[src/rtl/cfg2_pkg.sv]
package cfg2_pkg;
  localparam int PORT_W = 16;
  localparam int DATA_W = 32;
  localparam int NBYTE  = DATA_W / 8;
  localparam int IDX_W  = $clog2(NBYTE);
  localparam int NDEV   = 16;

  localparam logic [PORT_W-1:0] KEY_PORT  = 16'hCF8;
  localparam logic [PORT_W-1:0] BUS_PORT  = 16'hCFA;
  localparam logic [PORT_W-1:0] MECH_PORT = 16'hCFB;
  localparam logic [3:0]        WIN_PAGE  = 4'hC;

  typedef enum logic [2:0] {CLS_MISS, CLS_KEY, CLS_BUS, CLS_MECH, CLS_WIN} port_cls_e;
  typedef enum logic [1:0] {ST_IDLE, ST_RUN, ST_DONE} seq_st_e;
endpackage

[src/rtl/cfg2_port_class.sv]
module cfg2_port_class
  import cfg2_pkg::*;
(
  input  logic [PORT_W-1:0] port_i,
  input  logic              win_open_i,
  input  logic              dev0_en_i,
  output port_cls_e         cls_o
);
  always_comb begin
    cls_o = CLS_MISS;
    if (port_i == KEY_PORT)       cls_o = CLS_KEY;
    else if (port_i == BUS_PORT)  cls_o = CLS_BUS;
    else if (port_i == MECH_PORT) cls_o = CLS_MECH;
    else if (port_i[15:12] == WIN_PAGE) begin
      // device-0 page stays reachable in strap mode, rest follows the key
      if (port_i[11:8] == 4'h0) cls_o = (win_open_i || dev0_en_i) ? CLS_WIN : CLS_MISS;
      else                      cls_o = win_open_i ? CLS_WIN : CLS_MISS;
    end
  end
endmodule

[src/rtl/cfg2_ctrl_regs.sv]
module cfg2_ctrl_regs
  import cfg2_pkg::*;
(
  input  logic       clk_i,
  input  logic       rst_ni,
  input  logic       wr_i,
  input  port_cls_e  cls_i,
  input  logic [7:0] wdata_i,
  output logic [2:0] func_o,
  output logic [7:0] bus_o,
  output logic       open_o,
  output logic [7:0] rdata_o
);
  logic [3:0] key_q;
  logic [7:0] mech_q;
  logic       forced_q;

  always_ff @(posedge clk_i or negedge rst_ni) begin
    if (!rst_ni) begin
      key_q    <= '0;
      func_o   <= '0;
      bus_o    <= '0;
      mech_q   <= '0;
      forced_q <= 1'b0;
      open_o   <= 1'b0;
    end else if (wr_i) begin
      unique case (cls_i)
        CLS_KEY: begin
          key_q    <= wdata_i[7:4];
          func_o   <= wdata_i[3:1];
          forced_q <= 1'b0;
          open_o   <= |wdata_i[7:4];
        end
        CLS_BUS: begin
          bus_o    <= wdata_i;
          forced_q <= 1'b1;
          open_o   <= 1'b1;
        end
        CLS_MECH: begin
          mech_q <= wdata_i;
          if (!mech_q[0] && wdata_i[0])      open_o <= 1'b0;
          else if (mech_q[0] && !wdata_i[0]) open_o <= (key_q != '0) || forced_q;
        end
        default: ;
      endcase
    end
  end

  always_comb begin
    unique case (cls_i)
      CLS_KEY:  rdata_o = {key_q, func_o, 1'b0};
      CLS_BUS:  rdata_o = bus_o;
      CLS_MECH: rdata_o = mech_q;
      default:  rdata_o = 8'hFF;
    endcase
  end
endmodule

[src/rtl/cfg2_decoder.sv]
module cfg2_decoder
  import cfg2_pkg::*;
#(
  parameter logic [NDEV-1:0] DEV_PRESENT = 16'hFFFF
) (
  input  logic              clk_i,
  input  logic              rst_ni,
  input  logic              dev0_en_i,
  input  logic              io_req_i,
  input  logic              io_we_i,
  input  logic [1:0]        io_size_i,
  input  logic [PORT_W-1:0] io_addr_i,
  input  logic [DATA_W-1:0] io_wdata_i,
  output logic              io_ack_o,
  output logic              io_unclaimed_o,
  output logic [DATA_W-1:0] io_rdata_o,
  output logic              cfg_valid_o,
  input  logic              cfg_ready_i,
  output logic              cfg_we_o,
  output logic [7:0]        cfg_bus_o,
  output logic [3:0]        cfg_dev_o,
  output logic [2:0]        cfg_func_o,
  output logic [7:0]        cfg_reg_o,
  output logic [7:0]        cfg_wdata_o,
  input  logic [7:0]        cfg_rdata_i
);
  seq_st_e           st_q;
  logic [PORT_W-1:0] base_q, cur_port;
  logic              we_q, unclaimed_q;
  logic [DATA_W-1:0] wdata_q, rdata_q;
  logic [IDX_W-1:0]  idx_q, last_q, last_d;
  port_cls_e         start_cls, cur_cls;
  logic              win_open, tgt, ctrl_hit, byte_done;
  logic [7:0]        reg_rd, byte_rd;

  assign cur_port = base_q + PORT_W'(idx_q);

  cfg2_port_class u_start_cls (
    .port_i(io_addr_i), .win_open_i(win_open), .dev0_en_i(dev0_en_i), .cls_o(start_cls)
  );
  cfg2_port_class u_cur_cls (
    .port_i(cur_port), .win_open_i(win_open), .dev0_en_i(dev0_en_i), .cls_o(cur_cls)
  );

  assign tgt       = (st_q == ST_RUN) && (cur_cls == CLS_WIN) && DEV_PRESENT[cur_port[11:8]];
  assign ctrl_hit  = (cur_cls == CLS_KEY) || (cur_cls == CLS_BUS) || (cur_cls == CLS_MECH);
  assign byte_done = (st_q == ST_RUN) && (!tgt || cfg_ready_i);
  assign byte_rd   = tgt ? cfg_rdata_i : (ctrl_hit ? reg_rd : 8'hFF);

  cfg2_ctrl_regs u_regs (
    .clk_i   (clk_i),
    .rst_ni  (rst_ni),
    .wr_i    (byte_done && we_q && ctrl_hit),
    .cls_i   (cur_cls),
    .wdata_i (wdata_q[8*idx_q +: 8]),
    .func_o  (cfg_func_o),
    .bus_o   (cfg_bus_o),
    .open_o  (win_open),
    .rdata_o (reg_rd)
  );

  always_comb begin
    unique case (io_size_i)
      2'd0:    last_d = IDX_W'(0);
      2'd1:    last_d = IDX_W'(1);
      default: last_d = IDX_W'(NBYTE - 1);
    endcase
  end

  always_ff @(posedge clk_i or negedge rst_ni) begin
    if (!rst_ni) begin
      st_q        <= ST_IDLE;
      base_q      <= '0;
      we_q        <= 1'b0;
      wdata_q     <= '0;
      rdata_q     <= '1;
      idx_q       <= '0;
      last_q      <= '0;
      unclaimed_q <= 1'b0;
    end else begin
      unique case (st_q)
        ST_IDLE: if (io_req_i) begin
          base_q      <= io_addr_i;
          we_q        <= io_we_i;
          wdata_q     <= io_wdata_i;
          last_q      <= last_d;
          idx_q       <= '0;
          rdata_q     <= '1;
          unclaimed_q <= (start_cls == CLS_MISS);
          st_q        <= (start_cls == CLS_MISS) ? ST_DONE : ST_RUN;
        end
        ST_RUN: if (byte_done) begin
          rdata_q[8*idx_q +: 8] <= byte_rd;
          if (idx_q == last_q) st_q <= ST_DONE;
          else                 idx_q <= idx_q + IDX_W'(1);
        end
        default: st_q <= ST_IDLE;
      endcase
    end
  end

  assign io_ack_o       = (st_q == ST_DONE);
  assign io_unclaimed_o = io_ack_o && unclaimed_q;
  assign io_rdata_o     = rdata_q;
  assign cfg_valid_o    = tgt;
  assign cfg_we_o       = we_q;
  assign cfg_dev_o      = cur_port[11:8];
  assign cfg_reg_o      = cur_port[7:0];
  assign cfg_wdata_o    = wdata_q[8*idx_q +: 8];
endmodule

[config.mk]
export PLATFORM = sky130hd
export DESIGN_NAME = cfg2_decoder
export DESIGN_NICKNAME = d
export VERILOG_FILES = /design/src/rtl/cfg2_pkg.sv /design/src/rtl/cfg2_port_class.sv /design/src/rtl/cfg2_ctrl_regs.sv /design/src/rtl/cfg2_decoder.sv
export SDC_FILE = /design/constraint.sdc
export NUM_CORES = 1
export LEC_CHECK = 0
export BUFFER_PORTS_ARGS = -buffer_cell sky130_fd_sc_hd__buf_2
export CORE_MARGIN = 3
export CORE_UTILIZATION = 59
export CTS_CLUSTER_SIZE = 16
export DETAILED_ROUTE_END_ITERATION = 12
export HOLD_SLACK_MARGIN = 0.03
export PLACE_DENSITY = 0.86
export SLEW_MARGIN = 0
export SYNTH_ARGS = -nofsm -noshare
export SYNTH_HDL_FRONTEND = slang
export SYNTH_HIERARCHICAL = 1
export SYNTH_SLANG_ARGS = --single-unit
export TNS_END_PERCENT = 1
[constraint.sdc]
create_clock -name clk_i -period 9.75 [get_ports clk_i]
set_input_delay 1.95 -clock clk_i [delete_from_list [all_inputs] [get_ports clk_i]]
set_output_delay 1.95 -clock clk_i [all_outputs]
set_load 0.02 [all_outputs]
Word level (Yosys, flattened, before mapping)

Memory sizes are Yosys's and may differ from the RTL's.
Cells that the tools add are included.

Add/sub/neg operators: 3
Multiply operators: 0
Divide/modulo/power cells: 0
Order comparisons: 1
Equal/unequal tests: 21
Shift-type cells: 3
Mux-type cells: 34
Bitwise operators: 0
Reductions and logical operators: 35

Operators by type and width:

| cell                      | number |
|---|---|
| $eq A16 B12 Y1 const B    | 6 |
| $mux W32                  | 2 |
| $pmux W32 S2              | 1 |
| $mux W3                   | 12 |
| $neg A5 Y34               | 1 |
| $shift A8 B34 Y32 const A | 1 |
| $shiftx A8 B34 Y32        | 1 |
| $bwmux W32                | 1 |
| $shiftx A32 B6 Y8         | 1 |
| $pmux W8 S3               | 1 |
| $add A16 B2 Y16           | 1 |
| $mux W8                   | 2 |
| $mux W2                   | 7 |
| $pmux W2 S2               | 3 |
| $reduce_and A2 Y1         | 5 |
| $reduce_and A3 Y1         | 3 |
| $eq A4 B4 Y1 const B      | 2 |
| $logic_and A1 B1 Y1       | 8 |
| $logic_not A4 Y1          | 2 |
| $eq A3 B2 Y1 const B      | 2 |
| $ne A2 B2 Y1 const B      | 3 |
| $logic_or A1 B1 Y1        | 5 |
| $lt A4 B5 Y1 const B      | 1 |
| $eq A2 B1 Y1 const B      | 2 |
| other kinds (18)          | 24 |

Flip-flop bits (word level): 113
Latch bits: 0
RAM bits: 0
Memory bits (read-only): 16
Input port bits: 64
Logic and storage cells: 112
Memories: 1

Memory list:

| name            | depth | width | rd ports | clocked after memory_dff | wr ports | line               | RTL |
|---|---|---|---|---|---|---|---|
| (no name shown) | 16    | 1     | 1        | 0                        | 0        | cfg2_decoder.sv:45 | `assign tgt = (st_q == ST_RUN) && (cur_cls == CLS_WIN) && DEV_PRESENT[cur_port[11:8]];` |

Logic depth before layout (Yosys ltp)

Gate-level depths: netlist (run 1).

Depth in word-level cells: 16
Mapped depth: 19

Modules after synthesis

The synthesis (run 1) kept the hierarchy.

Modules (own cells, without submodules):

| module          | instances | cells each | area an instance (µm²) |
|---|---|---|---|
| cfg2_decoder    | 1         | 355        | 4,413.0 |
| cfg2_ctrl_regs  | 1         | 105        | 1,280.0 |
| cfg2_port_class | 2         | 12         | 78.8 |

Worst setup path after synthesis (run 1)

No wires, ideal clock.

Kind: register to output
Start point: register idx_q[1]
End point: output port cfg_valid_o
Data arrival time: 3.300 ns
Path slack: 4.500 ns
Cell stages (with the launch flop): 14
Buffers on the path: 3
Cells stage by stage: dfrtp_1 buf_2 inv_1 fa_1 or3_1 buf_2 nor2_1 xor2_1 or4_1 nor3_2 and3_1 nand4bb_1 buf_2 nor2_1

Word-level cells in the longest chain between the ends: 10

RTL lines:

| item                                  | line                  | RTL |
|---|---|---|
| start: declaration                    | cfg2_decoder.sv:31    | `logic [IDX_W-1:0] idx_q, last_q, last_d;` |
| start signal: assignment              | cfg2_decoder.sv:95    | `else idx_q <= idx_q + IDX_W'(1);` |
| $add A16 B2 Y16 (*)                   | cfg2_decoder.sv:36    | `assign cur_port = base_q + PORT_W'(idx_q);` |
| via cur_port[8]                       | cfg2_decoder.sv:28    | `logic [PORT_W-1:0] base_q, cur_port;` |
| $logic_not A4 Y1                      | cfg2_port_class.sv:16 | `if (port_i[11:8] == 4'h0) cls_o = (win_open_i \|\| dev0_en_i) ? CLS_WIN : CLS_MISS;` |
| $mux W3                               | cfg2_port_class.sv:16 |  |
| $mux W3                               | cfg2_port_class.sv:14 | `else if (port_i[15:12] == WIN_PAGE) begin` |
| $mux W3                               | cfg2_port_class.sv:13 | `else if (port_i == MECH_PORT) cls_o = CLS_MECH;` |
| $mux W3                               | cfg2_port_class.sv:12 | `else if (port_i == BUS_PORT) cls_o = CLS_BUS;` |
| $mux W3 (*)                           | cfg2_port_class.sv:11 | `if (port_i == KEY_PORT) cls_o = CLS_KEY;` |
| via cur_cls[0]                        | cfg2_decoder.sv:32    | `port_cls_e start_cls, cur_cls;` |
| $eq A3 B3 Y1 (*)                      | cfg2_decoder.sv:45    |  |
| $logic_and A1 B1 Y1 (*) (2 in series) | cfg2_decoder.sv:45    |  |
| end: declaration                      | cfg2_decoder.sv:17    | `output logic cfg_valid_o,` |

The timed path passes the listed nets; every way through them passes the cells marked *. The select of a mux whose other input is x is not followed.

Final worst setup path (run 1)

Start point: register idx_q[0]
End point: output port cfg_valid_o

Word-level cells in the longest chain between the ends: 10

RTL lines:

| item                                  | line |
|---|---|
| $add A16 B2 Y16 (*)                   | cfg2_decoder.sv:36 |
| $logic_not A4 Y1                      | cfg2_port_class.sv:16 |
| $mux W3                               | cfg2_port_class.sv:16 |
| $mux W3                               | cfg2_port_class.sv:14 |
| $mux W3                               | cfg2_port_class.sv:13 |
| $mux W3                               | cfg2_port_class.sv:12 |
| $mux W3 (*)                           | cfg2_port_class.sv:11 |
| via cur_cls[2]                        | cfg2_decoder.sv:32 |
| $eq A3 B3 Y1 (*)                      | cfg2_decoder.sv:45 |
| $logic_and A1 B1 Y1 (*) (2 in series) | cfg2_decoder.sv:45 |

Marked as above.

==> results of run 1 <==
## stage by stage
step	util	setup WS, ns	hold WS (ns)	instance area [µm²]	total power, mW
after detailed placement	0.6851	3.102	0.4918	6480	0.6813
after global placement	0.6851	3.243	0.4849	6480	0.6720
after floorplan	-	4.500	0.4721	5851	0.6289
after global routing	0.7476	2.053	0.5151	7072	1.338
final	0.7476	2.457	0.5030	7072	1.295
after CTS	0.7476	2.531	0.5053	7072	1.299
## cells by family after synthesis
group	count (synthesis)
AO/OA/AOI/OAI	76
XOR/XNOR	18
adder cells (fa/ha/maj)	8
buffers and inverters	43
flip-flops	113
multiplexers	85
AND/OR/NAND/NOR	141
## worst max-delay path: stages (launching register included)
cell       delay (ns)
dfrtp_1          0.88
ha_1             0.31
inv_1            0.06
fa_1             0.43
or3_1            0.49
nor2_1           0.15
xor2_1           0.13
nor4_1           0.33
a21oi_1          0.14
nor4_2           0.83
nand4bb_1        0.60
nor2_1           0.27
buf_2            0.20
## synthesized netlist by cell type (all sizes together), types with 6 or more instances
library cell / number
o22a: 32
o21ai: 15
dfrtp: 81
nand3: 7
nor2: 48
mux4: 8
nor3: 11
mux2i: 8
xnor2: 13
dfstp: 32
and3: 6
ha: 7
a21oi: 14
nor4: 7
buf: 29
mux2: 69
nand2b: 11
nand2: 29
inv: 12
o32ai: 8
## cell type report
cell class                 count  area (µm²)  area share
sequential                   113        2868      0.4055
multi-input combinational    328        2738      0.3871
timing repair buffer         132       668.1     0.09448
clock buffer                  19       431.7     0.06104
tap                          129       161.4     0.02282
clock inverter                13       160.2     0.02265
inverter                      12       45.04    0.006369
## registers in the layout, indices dropped and copies added (netlist names)
name,count
u_regs/func_o,3
wdata_q,32
base_q,16
u_regs/mech_q,8
u_regs/key_q,4
u_regs/open_o,1
cfg_we_o,1
idx_q,2
st_q,2
io_rdata_o,32
u_regs/bus_o,8
last_q,2
unclaimed_q,1
u_regs/forced_q,1
## routing by layer
metal,share of wire,global-route usage
met1,0.39,0.3399
met2,0.51,0.4663
met3,0.075,0.06552
met4,0.033,0.1110
met5,0,0
## where the power goes
part	total [mW]	switching [mW]	internal (mW)
registers	0.530	0.0282	0.502
clock network	0.614	0.219	0.395
logic	0.151	0.0856	0.0655
total	1.30	0.333	0.962
## path summary, 6_finish.rpt
path | cells after the start | startpoint | to | slack, ns
max in group asynchronous | 2 | rst_ni | wdata_q[0] | 7.03
worst min-delay path | 1 | wdata_q[30] | wdata_q[30] | 0.50
worst min register to register | 1 | wdata_q[30] | wdata_q[30] | 0.50
worst max register to register | 13 | idx_q[0] | u_regs/bus_o[3] | 3.87
min in group asynchronous | 1 | rst_ni | u_regs/bus_o[0] | 1.47
worst max-delay path | 12 | idx_q[0] | cfg_valid_o | 2.46
==> impl_metrics.prom, run 1 <==
# TYPE chip_impl_metric gauge
chip_impl_metric{name="fp.dieH",unit="µm"} 105.6
chip_impl_metric{name="synth.avg_cell_area",unit="µm²"} 12.09
chip_impl_metric{name="final_hold_viol_count",unit=""} 0
chip_impl_metric{name="floorplan.die_area",unit="mm²"} 0.01115
chip_impl_metric{name="synth-xor-area-share",unit=""} 0.02695
chip_impl_metric{name="cts_made_buffers",unit=""} 17
chip_impl_metric{name="ys_ff_latch",unit=""} 113
chip_impl_metric{name="crit_path_max_fanout",unit=""} 19
chip_impl_info{name="layout_commonest_cell",value="buf_2"} 1
chip_impl_metric{name="netlist-cell-type-count",unit=""} 52
chip_impl_metric{name="fin_nets",unit=""} 676
chip_impl_metric{name="detail_route.drc_violations",unit=""} 0
chip_impl_metric{name="clockBufferDepth",unit=""} 2
chip_impl_metric{name="area_growth_synth_to_finish",unit="%"} 20.87
chip_impl_metric{name="gp_routability_congestion",unit=""} 0.9131
chip_impl_metric{name="layout_worst_path_cycle_share",unit=""} 0.7480
chip_impl_metric{name="dp.cells",unit=""} 714
chip_impl_metric{name="finalWirelength",unit="µm"} 15110
chip_impl_metric{name="fp.dieW",unit="µm"} 105.6
chip_impl_metric{name="power.density_cell_area",unit="mW/mm²"} 183.1
chip_impl_metric{name="fin_skew",unit="ns"} 0.009805
chip_impl_metric{name="synthesis.area",unit="mm²"} 0.005851
chip_impl_metric{name="post_route_cells_drive_above_1_share",unit=""} 0.4814
chip_impl_metric{name="number_of_antenna_violations_at_the_first_check_in_global_routing",unit=""} 0
chip_impl_metric{name="synth_sequential_area_ratio",unit=""} 0.4902
chip_impl_info{name="most-common-layout-cells",value="129 x buf_2, 81 x dfrtp_1, 69 x mux2_2"} 1
chip_impl_metric{name="timing.slew.headroom",unit=""} 0.2025
chip_impl_info{name="main_combinational_cell_family_by_area_after_synthesis",value="multiplexers"} 1
chip_impl_metric{name="worst_ir_drop_vdd",unit="mV"} 0.1150
chip_impl_metric{name="postRouteAntennaNets",unit=""} 0
chip_impl_info{name="synth_area_leader",value="dfrtp_1"} 1
chip_impl_metric{name="grt_pass1_vias",unit=""} 4595
chip_impl_info{name="cts_root_buffer",value="clkbuf_8"} 1
chip_impl_metric{name="clock_insertion_delay_at_the_later_pin_of_the_skew_report",unit="ns"} 0.51
chip_impl_info{name="synth_ff_type",value="dfrtp_1"} 1
chip_impl_metric{name="setup_total_negative_slack",unit="ns"} 0
chip_impl_info{name="cts_tree",value="yes"} 1
chip_impl_metric{name="finalNonFillerCells",unit=""} 746
chip_impl_metric{name="synth.area.mux_share",unit=""} 0.1773
chip_impl_metric{name="detailed_routing_iterations_pass_1",unit=""} 4
chip_impl_metric{name="maxCapViolations",unit=""} 0
chip_impl_metric{name="final.fill_count",unit=""} 625
chip_impl_metric{name="power.static_leakage",unit="nW"} 3.032
chip_impl_metric{name="max_slew.worst_pin.slew",unit="ns"} 1.196
chip_impl_metric{name="grt_pass1_wl",unit="µm"} 23810
chip_impl_metric{name="clkSlewWorstSetupHoldPaths",unit="ns"} 0.06
chip_impl_metric{name="critPathRequiredTime",unit="ns"} 7.80
chip_impl_metric{name="depth_of_the_cts_h_tree",unit=""} 4
chip_impl_info{name="synthTopCellsByArea",value="dfrtp_1 35%, dfstp_2 14%, mux2_2 13%, o22a_1 4.8%, mux4_2 3.1%"} 1
chip_impl_metric{name="synth_compound_gate_area_share",unit=""} 0.1067
chip_impl_metric{name="number_of_vias_in_the_routed_layout",unit=""} 4514
chip_impl_metric{name="viasPerCell",unit=""} 6.051
chip_impl_info{name="result_of_the_run",value="finished, final reports clean"} 1
chip_impl_metric{name="max_slew_vio_count",unit=""} 0
chip_impl_metric{name="gr-total-overflow",unit=""} 0
chip_impl_metric{name="antenna_cells_inserted",unit=""} 0
chip_impl_metric{name="post_cts_resized",unit=""} 0
chip_impl_metric{name="ios",unit=""} 131
chip_impl_info{name="grt_setup_unrepaired",value="false"} 1
chip_impl_metric{name="synth.yosys.warnings",unit=""} 6
chip_impl_info{name="criticalPathCategory",value="reg -> out"} 1
chip_impl_metric{name="period_minus_slack",unit="ns"} 7.293
chip_impl_metric{name="clock_sink_count",unit=""} 113
chip_impl_metric{name="pin_count_of_the_biggest_net_entering_global_routing",unit=""} 66
chip_impl_metric{name="netlist.area_leader.share",unit=""} 0.3464
chip_impl_metric{name="yosys.area_share.simple",unit=""} 0.1373
chip_impl_metric{name="syn_nets",unit=""} 556
chip_impl_metric{name="port-buffer-count",unit=""} 130
chip_impl_info{name="worstSetupEndpointType",value="output port"} 1
chip_impl_metric{name="final-setup-viol-count",unit=""} 0
chip_impl_metric{name="floorplan.initialDensity",unit=""} 0.6185
chip_impl_metric{name="cp_data_arrival_time",unit="ns"} 5.34
chip_impl_metric{name="core-area",unit="mm²"} 0.009459
chip_impl_metric{name="syn_inst",unit=""} 484
chip_impl_metric{name="synth_adder_area_share",unit=""} 0.01839
chip_impl_metric{name="initialDrtViolationCount",unit=""} 219
chip_impl_metric{name="cts_hold_buf",unit=""} 0
chip_impl_metric{name="floorplan.rows",unit=""} 35
chip_impl_metric{name="hpwl",unit="µm"} 10340
chip_impl_metric{name="fmaxAchievable",unit="MHz"} 137.1
chip_impl_metric{name="wl_per_cell",unit="µm"} 20.25
chip_impl_info{name="start_kind",value="flip-flop"} 1
chip_impl_metric{name="synth-edff-count",unit=""} 0
chip_impl_metric{name="synthArstFlopShare",unit=""} 1.000
chip_impl_info{name="hold_class",value="reg -> reg"} 1
chip_impl_metric{name="cts.repair_timing.setup_buffer_count",unit=""} 0
chip_impl_metric{name="track_usage",unit=""} 0.2752
(Power assumes the default switching activity.)
==> run 2, diff against run 1 <==
- CORE_UTILIZATION: 59 -> 49
- PLACE_DENSITY: 0.86 -> 0.76
- clock period: 9.75 -> 5.9 ns (I/O delays scaled with it)
==> impl_metrics.prom, run 2 (synthesis results as in run 1) <==
# TYPE chip_impl_metric gauge
chip_impl_metric{name="final_hold_viol_count",unit=""} 0
chip_impl_info{name="critPathMostFrequentCell",value="buf_4"} 1
chip_impl_metric{name="cp_data_arrival_time",unit="ns"} 4.27
chip_impl_metric{name="cts_made_buffers",unit=""} 17
chip_impl_info{name="cp-startpoint",value="idx_q[1]"} 1
chip_impl_info{name="worstSetupEndpointType",value="output port"} 1
chip_impl_metric{name="fp.dieW",unit="µm"} 115.3
chip_impl_info{name="grt_setup_unrepaired",value="false"} 1
chip_impl_metric{name="cts.repair_timing.setup_buffer_count",unit=""} 0
chip_impl_metric{name="fin_nets",unit=""} 682
chip_impl_metric{name="port-buffer-count",unit=""} 130
chip_impl_metric{name="crit_path_max_fanout",unit=""} 14
chip_impl_metric{name="final.fill_count",unit=""} 904
chip_impl_metric{name="whs_path_depth",unit=""} 1
chip_impl_metric{name="grt_pass1_wl",unit="µm"} 22630
chip_impl_metric{name="fp.dieH",unit="µm"} 115.3
chip_impl_info{name="result_of_the_run",value="finished, final reports clean"} 1
chip_impl_metric{name="floorplan.initialDensity",unit=""} 0.5059
chip_impl_metric{name="worst_ir_drop_vdd",unit="mV"} 0.1913
chip_impl_info{name="startpoint_of_the_worst_slack_reg_to_reg_timing_path",value="idx_q[1]"} 1
chip_impl_metric{name="hpwl",unit="µm"} 10180
chip_impl_metric{name="fin_skew",unit="ns"} 0.01397
chip_impl_metric{name="viasPerCell",unit=""} 5.599
chip_impl_metric{name="period_minus_slack",unit="ns"} 5.454
chip_impl_metric{name="power.static_leakage",unit="nW"} 3.047
chip_impl_metric{name="core-area",unit="mm²"} 0.01156
chip_impl_metric{name="timing.slew.headroom",unit=""} 0.4500
chip_impl_info{name="hold_class",value="reg -> reg"} 1
chip_impl_metric{name="floorplan.die_area",unit="mm²"} 0.01329
chip_impl_metric{name="fmaxAchievable",unit="MHz"} 183.4
chip_impl_metric{name="critPathRequiredTime",unit="ns"} 4.72
chip_impl_metric{name="floorplan.rows",unit=""} 39
chip_impl_metric{name="multi_input_area",unit="mm²"} 0.002738
chip_impl_info{name="criticalPathCategory",value="reg -> out"} 1
chip_impl_metric{name="depth_of_the_cts_h_tree",unit=""} 4
chip_impl_metric{name="postRouteAntennaNets",unit=""} 0
chip_impl_metric{name="cts_hold_buf",unit=""} 0
chip_impl_metric{name="ios",unit=""} 131
chip_impl_metric{name="detailed_routing_iterations_pass_1",unit=""} 4
chip_impl_metric{name="reg2reg_setup_slack",unit="ns"} 0.92
chip_impl_info{name="cts_tree",value="yes"} 1
chip_impl_metric{name="finalWirelength",unit="µm"} 14140
chip_impl_metric{name="wl_per_cell",unit="µm"} 18.46
chip_impl_metric{name="post_route_cells_drive_above_1_share",unit=""} 0.4896
chip_impl_metric{name="clock_sink_count",unit=""} 113
chip_impl_metric{name="worst-path-buf-inv",unit=""} 4
chip_impl_metric{name="final-setup-viol-count",unit=""} 0
chip_impl_metric{name="sequential_cell_area",unit="mm²"} 0.002868
chip_impl_info{name="most-common-layout-cells",value="129 x buf_2, 81 x dfrtp_1, 69 x mux2_2"} 1
chip_impl_metric{name="layout_worst_path_cycle_share",unit=""} 0.9244
chip_impl_metric{name="initialDrtViolationCount",unit=""} 338
chip_impl_metric{name="setup_total_negative_slack",unit="ns"} 0
chip_impl_metric{name="gr-total-overflow",unit=""} 0
chip_impl_metric{name="post-route-util",unit=""} 0.6142
chip_impl_info{name="crit_chain",value="inv_1 > fa_1 > or3_1 > nor3_1 > xor2_1 > or4_1 > nor3_2 > and3_1 > buf_4 > nand4bb_1 > buf_4 > nor2_1 > buf_2"} 1
chip_impl_metric{name="grt_pass1_vias",unit=""} 4397
chip_impl_metric{name="number_of_antenna_violations_at_the_first_check_in_global_routing",unit=""} 0
chip_impl_info{name="layout_commonest_cell",value="buf_2"} 1
chip_impl_metric{name="critPathMaxStageDelay",unit="ns"} 0.69
chip_impl_metric{name="clkSlewWorstSetupHoldPaths",unit="ns"} 0.06
chip_impl_metric{name="power.density_cell_area",unit="mW/mm²"} 291.9
chip_impl_info{name="cts_root_buffer",value="clkbuf_16"} 1
chip_impl_metric{name="pin_count_of_the_biggest_net_entering_global_routing",unit=""} 67
chip_impl_metric{name="clock_insertion_delay_at_the_later_pin_of_the_skew_report",unit="ns"} 0.41
chip_impl_info{name="hold_end",value="wdata_q[6]"} 1
chip_impl_info{name="start_kind",value="flip-flop"} 1
chip_impl_metric{name="post_cts_resized",unit=""} 0
chip_impl_metric{name="antenna_cells_inserted",unit=""} 0
chip_impl_info{name="worst_path_max_delay_cell",value="dfrtp_1"} 1
chip_impl_metric{name="worst-r2r-cell-count",unit=""} 14
chip_impl_metric{name="maxCapViolations",unit=""} 0
chip_impl_info{name="worstReg2RegEnd",value="u_regs/bus_o[6]"} 1
chip_impl_metric{name="gp_routability_congestion",unit=""} 0.9221
chip_impl_metric{name="area_growth_synth_to_finish",unit="%"} 21.41
chip_impl_metric{name="max_slew.worst_pin.slew",unit="ns"} 0.8214
chip_impl_metric{name="track_usage",unit=""} 0.2208
chip_impl_metric{name="clockBufferDepth",unit=""} 2
chip_impl_info{name="hold_startpoint",value="wdata_q[6]"} 1
chip_impl_metric{name="max_slew_vio_count",unit=""} 0
chip_impl_info{name="cell_class_contributing_the_biggest_share_of_worst_path_delay",value="simple AND/OR/NAND/NOR gates"} 1
chip_impl_metric{name="detail_route.drc_violations",unit=""} 0
chip_impl_metric{name="number_of_vias_in_the_routed_layout",unit=""} 4289
-- run 2: worst max path at each step --
stage	endpoint	slack (ns)	depth (start not counted)
finish	cfg_valid_o	0.45	13
global placement	cfg_valid_o	1.04	13
CTS	cfg_valid_o	0.46	13
global route	cfg_valid_o	0.20	13
floorplan	u_regs/bus_o[2]	1.38	16
detailed placement	cfg_valid_o	0.94	13
-- run 2: worst register-to-register path: stages, from the launching register on --
cell      delay [ns]
dfrtp_1         0.69
inv_1           0.21
fa_1            0.49
or3_1           0.48
nor3_1          0.25
xor2_1          0.15
or4_1           0.43
nor3_2          0.18
and3_1          0.19
buf_4           0.21
o21bai_4        0.16
nor3_1          0.16
buf_4           0.17
nor3b_2         0.68
mux2_2          0.42
-- run 2: routing by layer --
metal / part of all wire / global-route usage
met1: 0.45 / 0.3031
met2: 0.48 / 0.3461
met5: 0 / 0
met4: 0.020 / 0.08529
met3: 0.056 / 0.04579
-- run 2: per-stage QoR --
stage	total power [mW]	hold WS (ns)	worst slack (ns)	instances	instance area, µm²
3_5_place_dp	1.124	0.4942	0.9389	734	6543
5_1_grt	2.152	0.5200	0.1973	766	7103
3_3_place_gp	1.113	0.4841	1.038	734	6543
2_1_floorplan	1.039	0.4721	1.381	484	5851
4_1_cts	2.089	0.5067	0.4575	766	7103
6_report	2.074	0.5043	0.4462	766	7103
-- run 2: report_power, final --
group / total (mW) / switching, mW / internal (mW)
Clock: 0.961 / 0.381 / 0.580
Combinational: 0.242 / 0.134 / 0.108
Sequential: 0.870 / 0.0412 / 0.829
-- run 2: area by class of cell --
class,count,share of cell area
clock buffer,17,0.05989
clock inverter,15,0.01902
inverter,12,0.006341
multi-input combinational,328,0.3854
sequential,113,0.4037
tap,143,0.02519
timing repair buffer,138,0.1004
